**src/rtl/irqx_pkg.sv**
```systemverilog
package irqx_pkg;
    localparam int NGRP  = 12;
    localparam int NSRC  = 8;
    localparam int NLINE = 14;
    localparam int NAUX  = NLINE - NGRP;
    localparam int NBIT  = NGRP * NSRC;
    localparam int GW    = $clog2(NLINE + 1);
    localparam int IW    = $clog2(NSRC);

    typedef struct packed {
        logic          valid;
        logic [GW-1:0] grp;
        logic [IW-1:0] idx;
    } vec_resp_t;

    function automatic logic [IW-1:0] first_src(input logic [NSRC-1:0] v);
        logic [IW-1:0] r;
        r = '0;
        for (int i = NSRC - 1; i >= 0; i--)
            if (v[i]) r = IW'(i);
        return r;
    endfunction

    function automatic logic [GW-1:0] first_line(input logic [NLINE-1:0] v);
        logic [GW-1:0] r;
        r = '0;
        for (int i = NLINE - 1; i >= 0; i--)
            if (v[i]) r = GW'(i + 1);
        return r;
    endfunction
endpackage

```
**src/rtl/irqx_group.sv**
```systemverilog
module irqx_group
    import irqx_pkg::*;
(
    input  logic            clk,
    input  logic            rst,
    input  logic            exp_en,
    input  logic [NSRC-1:0] req,
    input  logic [NSRC-1:0] en,
    input  logic            ack,
    input  logic            fetch_hit,
    output logic            line_q,
    output logic [NSRC-1:0] src_q,
    output logic [IW-1:0]   hit_idx
);
    logic            open_q;
    logic [NSRC-1:0] avail;
    logic            hit_any;
    logic            raise;
    logic [NSRC-1:0] clr_vec;

    assign avail   = src_q & en;
    assign hit_any = |avail;
    assign hit_idx = first_src(avail);
    assign raise   = exp_en & hit_any & open_q;

    always_comb begin
        clr_vec = '0;
        if (fetch_hit && hit_any) clr_vec[hit_idx] = 1'b1;
    end

    always_ff @(posedge clk) begin
        if (rst) begin
            src_q  <= '0;
            line_q <= 1'b0;
            open_q <= 1'b1;
        end else begin
            src_q  <= (src_q & ~clr_vec) | req;
            line_q <= raise | (line_q & ~fetch_hit);
            if (raise)    open_q <= 1'b0;
            else if (ack) open_q <= 1'b1;
        end
    end

    p_close_on_raise_r4: assert property (@(posedge clk) disable iff (rst)
        $rose(line_q) |-> !open_q);
    p_stay_closed_r4: assert property (@(posedge clk) disable iff (rst)
        (!open_q && !ack) |=> !$rose(line_q));
    p_sticky_r1: assert property (@(posedge clk) disable iff (rst)
        !fetch_hit |=> ((src_q & $past(src_q)) == $past(src_q)));
    p_fetch_clears_r7: assert property (@(posedge clk) disable iff (rst)
        (fetch_hit && !open_q) |=> !line_q);
endmodule

```
**src/rtl/irqx_line_arb.sv**
```systemverilog
module irqx_line_arb
    import irqx_pkg::*;
(
    input  logic [NLINE-1:0] line_q,
    input  logic [NLINE-1:0] ie,
    input  logic             mask,
    input  logic             fetch,
    output logic             irq,
    output logic             serve,
    output logic [NLINE-1:0] sel_oh,
    output logic [GW-1:0]    sel_num
);
    logic [NLINE-1:0] cand;

    assign cand    = line_q & ie;
    assign irq     = ~mask & (|cand);
    assign serve   = fetch & irq;
    assign sel_oh  = cand & (~cand + NLINE'(1));
    assign sel_num = first_line(cand);
endmodule

```
**src/rtl/grouped_irq_ctrl.sv**
```systemverilog
module grouped_irq_ctrl
    import irqx_pkg::*;
(
    input  logic             clk,
    input  logic             rst,
    input  logic             exp_en,
    input  logic [NBIT-1:0]  src_req,
    input  logic [NBIT-1:0]  src_en,
    input  logic             ack_wr,
    input  logic [NGRP-1:0]  ack_bits,
    input  logic [NAUX-1:0]  aux_req,
    input  logic [NLINE-1:0] cpu_ie,
    input  logic             cpu_mask,
    input  logic             vec_fetch,
    output logic [NBIT-1:0]  src_pend,
    output logic [NLINE-1:0] line_flag,
    output logic             irq_out,
    output logic             vec_valid,
    output logic [GW-1:0]    vec_grp,
    output logic [IW-1:0]    vec_idx
);
    logic [NLINE-1:0] line_vec;
    logic [NLINE-1:0] sel_oh;
    logic [GW-1:0]    sel_num;
    logic             serve;
    logic [IW-1:0]    grp_idx [NGRP];
    logic [IW-1:0]    pick_idx;
    vec_resp_t        resp_q;

    irqx_line_arb u_arb (
        .line_q (line_vec),
        .ie     (cpu_ie),
        .mask   (cpu_mask),
        .fetch  (vec_fetch),
        .irq    (irq_out),
        .serve  (serve),
        .sel_oh (sel_oh),
        .sel_num(sel_num)
    );

    for (genvar g = 0; g < NGRP; g++) begin : g_grp
        irqx_group u_grp (
            .clk      (clk),
            .rst      (rst),
            .exp_en   (exp_en),
            .req      (src_req[g*NSRC +: NSRC]),
            .en       (src_en[g*NSRC +: NSRC]),
            .ack      (ack_wr & ack_bits[g]),
            .fetch_hit(serve & sel_oh[g]),
            .line_q   (line_vec[g]),
            .src_q    (src_pend[g*NSRC +: NSRC]),
            .hit_idx  (grp_idx[g])
        );
    end

    for (genvar a = 0; a < NAUX; a++) begin : g_aux
        logic aux_q;
        always_ff @(posedge clk) begin
            if (rst) aux_q <= 1'b0;
            else     aux_q <= aux_req[a] | (aux_q & ~(serve & sel_oh[NGRP+a]));
        end
        assign line_vec[NGRP+a] = aux_q;
    end

    always_comb begin
        pick_idx = '0;
        for (int g = 0; g < NGRP; g++)
            if (sel_oh[g]) pick_idx = grp_idx[g];
    end

    always_ff @(posedge clk) begin
        if (rst) begin
            resp_q <= '0;
        end else begin
            resp_q.valid <= serve;
            if (serve) begin
                resp_q.grp <= sel_num;
                resp_q.idx <= pick_idx;
            end
        end
    end

    assign line_flag = line_vec;
    assign vec_valid = resp_q.valid;
    assign vec_grp   = resp_q.grp;
    assign vec_idx   = resp_q.idx;

    p_valid_after_fetch_r6: assert property (@(posedge clk) disable iff (rst)
        vec_valid |-> $past(vec_fetch));
    p_unmasked_r5: assert property (@(posedge clk) disable iff (rst)
        vec_valid |-> !$past(cpu_mask));
    p_grp_range_r6: assert property (@(posedge clk) disable iff (rst)
        vec_valid |-> (vec_grp >= GW'(1) && vec_grp <= GW'(NLINE)));
endmodule

```
**config.mk**
```make
export PLATFORM = sky130hd
export DESIGN_NAME = grouped_irq_ctrl
export DESIGN_NICKNAME = d
export VERILOG_FILES = /design/src/rtl/irqx_pkg.sv /design/src/rtl/irqx_group.sv /design/src/rtl/irqx_line_arb.sv /design/src/rtl/grouped_irq_ctrl.sv
export SDC_FILE = /design/constraint.sdc
export NUM_CORES = 1
export LEC_CHECK = 0
export ABC_AREA = 1
export CORE_AREA = 2 2 134 136
export DETAILED_ROUTE_END_ITERATION = 8
export DIE_AREA = 0 0 136 138
export PLACE_DENSITY_LB_ADDON = 0.15
export SYNTH_ARGS = -nofsm -noshare
export SYNTH_HDL_FRONTEND = slang
export SYNTH_SLANG_ARGS = --single-unit
```
**constraint.sdc**
```tcl
create_clock -name clk -period 3.69 [get_ports clk]
set_clock_uncertainty 0.1 [all_clocks]
set_input_delay 1.107 -clock clk [delete_from_list [all_inputs] [get_ports clk]]
set_output_delay 1.107 -clock clk [all_outputs]
set_load 0.1 [all_outputs]
```
-- Yosys cells after proc, flatten, opt, wreduce, memory -nomap -nowiden
Index checks and enable logic that the tools add are counted.
- flip-flop bits (word level): 130
- bits of input ports: 226
- output and inout port bits: 119
- logic and storage cells: 443
- add/subtract/negate cells: 1
- order comparisons: 24
- muxes and demuxes: 182
- bitwise operators: 146
- reduce and logical (&&, ||, !) cells: 49
- operators with widths (cell ; number):
    $mux 3 ; 108
    $and 8x8->8 ; 24
    $mux 8 ; 12
    $not 8->8 ; 12
    $or 8x8->8 ; 12
    $reduce_or 8->1 ; 12
    $and 1x1->1 ; 66
    $mux 4 ; 14
    $lt 3x4->1 const B ; 12
    $demux 1 s3 ; 12
    $ge 3x1->1 const B ; 12
    $mux 1 ; 36
    $and 14x14->14 ; 2
    $logic_and 1x1->1 ; 24
    $reduce_bool 2->1 ; 12
    $not 1->1 ; 15
    $add 14x1->14 const B ; 1
    $not 14->14 ; 1
    $or 1x1->1 ; 14
    $reduce_or 14->1 ; 1

-- Depth between registers and ports, before layout
Gate-level depths: netlist of the first run.
- depth in word-level cells: 21
- gate-level depth with buffers: 16
- mapped depth without buffers: 16

-- Hierarchy
From an unflattened synthesis of the first run, not the netlist that was laid out.
- cell total of the unflattened synthesis: 1246
- area total of the unflattened synthesis: 8894.8 um^2
- by module, submodules not included (module ; times used ; cells an instance ; area an instance (um^2) ; seq. area each (um^2)):
    irqx_group ; 12 ; 82 ; 624.3 ; 200.2
    grouped_irq_ctrl ; 1 ; 181 ; 969.7 ; 200.2
    irqx_line_arb ; 1 ; 81 ; 432.9 ; 0.0

-- Worst setup path before layout of the first run
Ideal clock, no wire load.
- kind: in2out
- from: input cpu_ie[2]
- to: output irq_out
- arrival: 2082 ps
- required time: 2483 ps
- slack: 401 ps
- cell stages on the path: 6
- path buffers: 0
- cell sequence: nand2_1 nand3_2 nor2_2 inv_4 nor2_8 a21oi_4
- word-level cells in the longest chain between the ends: 3
- ends and longest elaborated chain (what ; RTL line ; RTL):
    start, declared ; grouped_irq_ctrl.sv:12 ; input logic [NLINE-1:0] cpu_ie,
    $and 14x14->14 ; irqx_line_arb.sv:15 ; assign cand = line_q & ie;
    $reduce_or 14->1 ; irqx_line_arb.sv:16 ; assign irq = ~mask & (|cand);
    $and 1x1->1 ; irqx_line_arb.sv:16 ;
    end, declared ; grouped_irq_ctrl.sv:17 ; output logic irq_out,
No other way between the ends.

-- Worst setup path after layout of the first run
- from: input cpu_ie[8]
- to: output irq_out
The elaborated chain is that of the path after synthesis.

==> impl_metrics.toml, run 1 <==
[clock_tree]
ctsLongestPathBuffers = 2
insertion_delay_ns = 0.43
postCtsHoldBufs = 0
cts_sinks = 130
clk_pin_slew_ns = 0.05
tritoncts = "done"
htree_levels = 4
numCtsBuffers = 17
cts_root_buf = "clkbuf_16"

[yosys]
syn_nets = 1323
synth_cells = 1097
yosysSeqAreaShare_pct = 36.2
synthesis.yosys.warnings = 0
syn_area_sq_um = 7190
synth.area.top_cells = "dfxtp_1, nand2_1, inv_1, a21oi_1, o31ai_1"
avgSynthCellArea_sq_um = 6.55
ys_ff_latch = 130
synth_cell_type_count = 38
yosys.area.top_type = "dfxtp_1"
synth_top_area_share_pct = 36.2

[grt]
met3_usage_pct = 6.78
grt_busiest_layer = "met2"
grt_pass1_wl_um = 39600
gr-usage-all-layers_pct = 26.7
grt_overflow = 0
grt_pass1_vias = 8090
antenna_found_initial = 2
grtUsageMet2_pct = 47.1
use_met1_pct = 30.2
grt_max_degree = 48

[route]
remaining_drc_errors = 0
first_pass_iters = 4
ant_nets = 0
num_vias = 8443
route.detailed.wl_per_inst_um = 15.1
drt-initial-drc-count = 350
wl_um = 25500
via_per_inst = 5.01

[timing]
setup_tns_ns = 0
drv_slew = 0
min_period_ns = 3.59
fmax_mhz = 278
final-hold-violation-count = 0
slew_headroom_pct = 53.0
fin_crit_sh_pct = 97.3
setup_viol = 0
worst_pin_slew_ns = 0.704
rsz0062_at_grt = "no"

[cells_and_area]
nNetsFinal = 1669
instances_no_fill = 1685
drive_gt1_share_pct = 14.0
final_core_util_pct = 63.5
area_delta_synth_final_pct = 54.9
fillers = 1668
finalInstanceArea_sq_um = 11100

[worst_setup_path]
r2r_slack_ns = 1.39
crit_required_ns = 2.48
worstSetupPathType = "input port to output port"
cp.arrival_ns = 2.39
crit_path_start_kind = "input port"
path_max_fanout = 2
timing.rr.end = "g_grp[8].u_grp.src_q[7]"
end_kind = "output port"
r2r-start = "g_grp[7].u_grp.line_q"
r2r_cells = 12

[run_status]
status = "finished, final reports clean"

[power]
p_leak_nw = 5.36
power_density_nw_per_um2 = 456
power_mw = 5.08
peakVddDrop_mv = 0.365

[placed_design]
io_buffers = 344
placed_area_sq_um = 10600
globalplace.congestion = 0.873
dp_hpwl_um = 20300
dp_cells = 1653

[hold_path]
hp-start = "g_grp[8].u_grp.open_q"
hold_depth = 2
whs_endpoint = "g_grp[8].u_grp.open_q"
hold_class = "flip-flop to flip-flop"

[floorplanning]
start_util_pct = 41.0
placement_rows = 49
die_area_sq_um = 18800
die_y_um = 138
dieWidth_um = 136
io_pins = 345
core_sq_um = 17500

[run]
drv_cap = 0
## stage by stage
| stage | worst slack [ns] | hold slack [ns] |
|---|---|---|
| floorplan | 0.401 | 0.348 |
| global placement | 0.0744 | 0.360 |
| detailed placement | 0.0246 | 0.362 |
| CTS | 0.0149 | 0.380 |
| global route | 0.0209 | 0.400 |
| finish | 0.0980 | 0.378 |
## final cells by class
cell class	instances	area, sq um	area share, %
multi-input cells	772	3780	34.0
repair buffers	360	3280	29.4
clock inverters	5	77.6	0.697
clock buffers	25	485	4.36
inverters	162	613	5.51
well taps	229	287	2.57
diodes	2	5.00	0.0450
flip-flops and latches	130	2600	23.4
## sequential cells by signal, summed over array words and instances, names as in the netlist
register / count
vec_grp: 4
g_aux.aux_q: 2
g_grp.u_grp.open_q: 12
g_grp.u_grp.src_q: 96
g_grp.u_grp.line_q: 12
vec_valid: 1
vec_idx: 3
## where the power goes
| group | internal [mW] | switching [mW] |
|---|---|---|
| Combinational | 0.551 | 1.26 |
| Sequential | 1.52 | 0.0928 |
| Clock | 1.04 | 0.617 |
## timing repair
item,in CTS,in global routing
setup buffers,0,0
endpoints found under the hold margin,0,0
setup endpoints to repair,0,1
resized for setup,0,3
## layout by cell type, fill, tap and decap left out, types with 3 or more instances in the layout
master           netlist  routed
o31a_1                17      17
clkdlybuf4s50_1        0     224
nand3_4                5       5
nand2_1              341     339
nand4_1                8       8
o31ai_1               61      61
nand3_2                6       6
o21ai_1                4       4
buf_4                 14     135
a21oi_1              110     110
clkbuf_1              16       5
inv_2                  6       6
o21ai_0               44      44
inv_1                154     154
nor2_2                 5       6
clkbuf_16              0      17
clkbuf_8               0       3
a31oi_1                6       6
dfxtp_1              130     130
nor2_1                79      78
nand3_1               51      51
nor3_1                 9       9
nand2_2                6       8
## worst max-delay path by stage
stage,startpoint,to,slack [ns],cells after the start
global route,cpu_ie[3],irq_out,0.02,8
finish,cpu_ie[8],irq_out,0.1,8
detailed placement,cpu_ie[8],irq_out,0.02,8
CTS,cpu_ie[8],irq_out,0.01,8
floorplan,cpu_ie[2],irq_out,0.40,6
global placement,cpu_ie[11],irq_out,0.07,6
## cell usage after synthesis, drive strengths merged
library cell  count
nand2           348
inv             162
dfxtp           130
a21oi           111
nor2             86
nand3            62
o31ai            61
o21ai            48
buf              17
o31a             17
clkbuf           16
nor3             12
nand4             8
a31oi             6
a21boi            2
o2111ai           2
o41ai             2
or2               2
a211oi            1
a22oi             1
nor3b             1
o211ai            1
o221ai            1
## logic make-up after synthesis
| kind of cell | Yosys count | synth area share [%] |
|---|---|---|
| AND/OR/NAND/NOR | 519 | 31.2 |
| flip-flops | 130 | 36.2 |
| buffers and inverters | 195 | 11.2 |
| AO/OA/AOI/OAI | 253 | 21.3 |
## metal layers
layer / routed length, um / vias to the layer above
met5: 0 / -
met4: 813 / 0
met1: 10100 / 3810
met2: 12700 / 307
met3: 1910 / 49
li1: - / 4277
## critical path: stages
cell,delay [ns]
clkdlybuf4s50_1,0.46
nand2_1,0.09
nand2_2,0.13
inv_2,0.05
nand2_2,0.08
nor2_2,0.06
a21oi_4,0.20
buf_12,0.20
Note: power is estimated with default switching activity, not from simulation.
==> inputs of run 2 (changes only) <==
Settings changed: CTS_CLUSTER_DIAMETER from default to 120.
==> results of run 2 <==
Same layout as run 1: the final DEF is identical, and so are final timing and power.
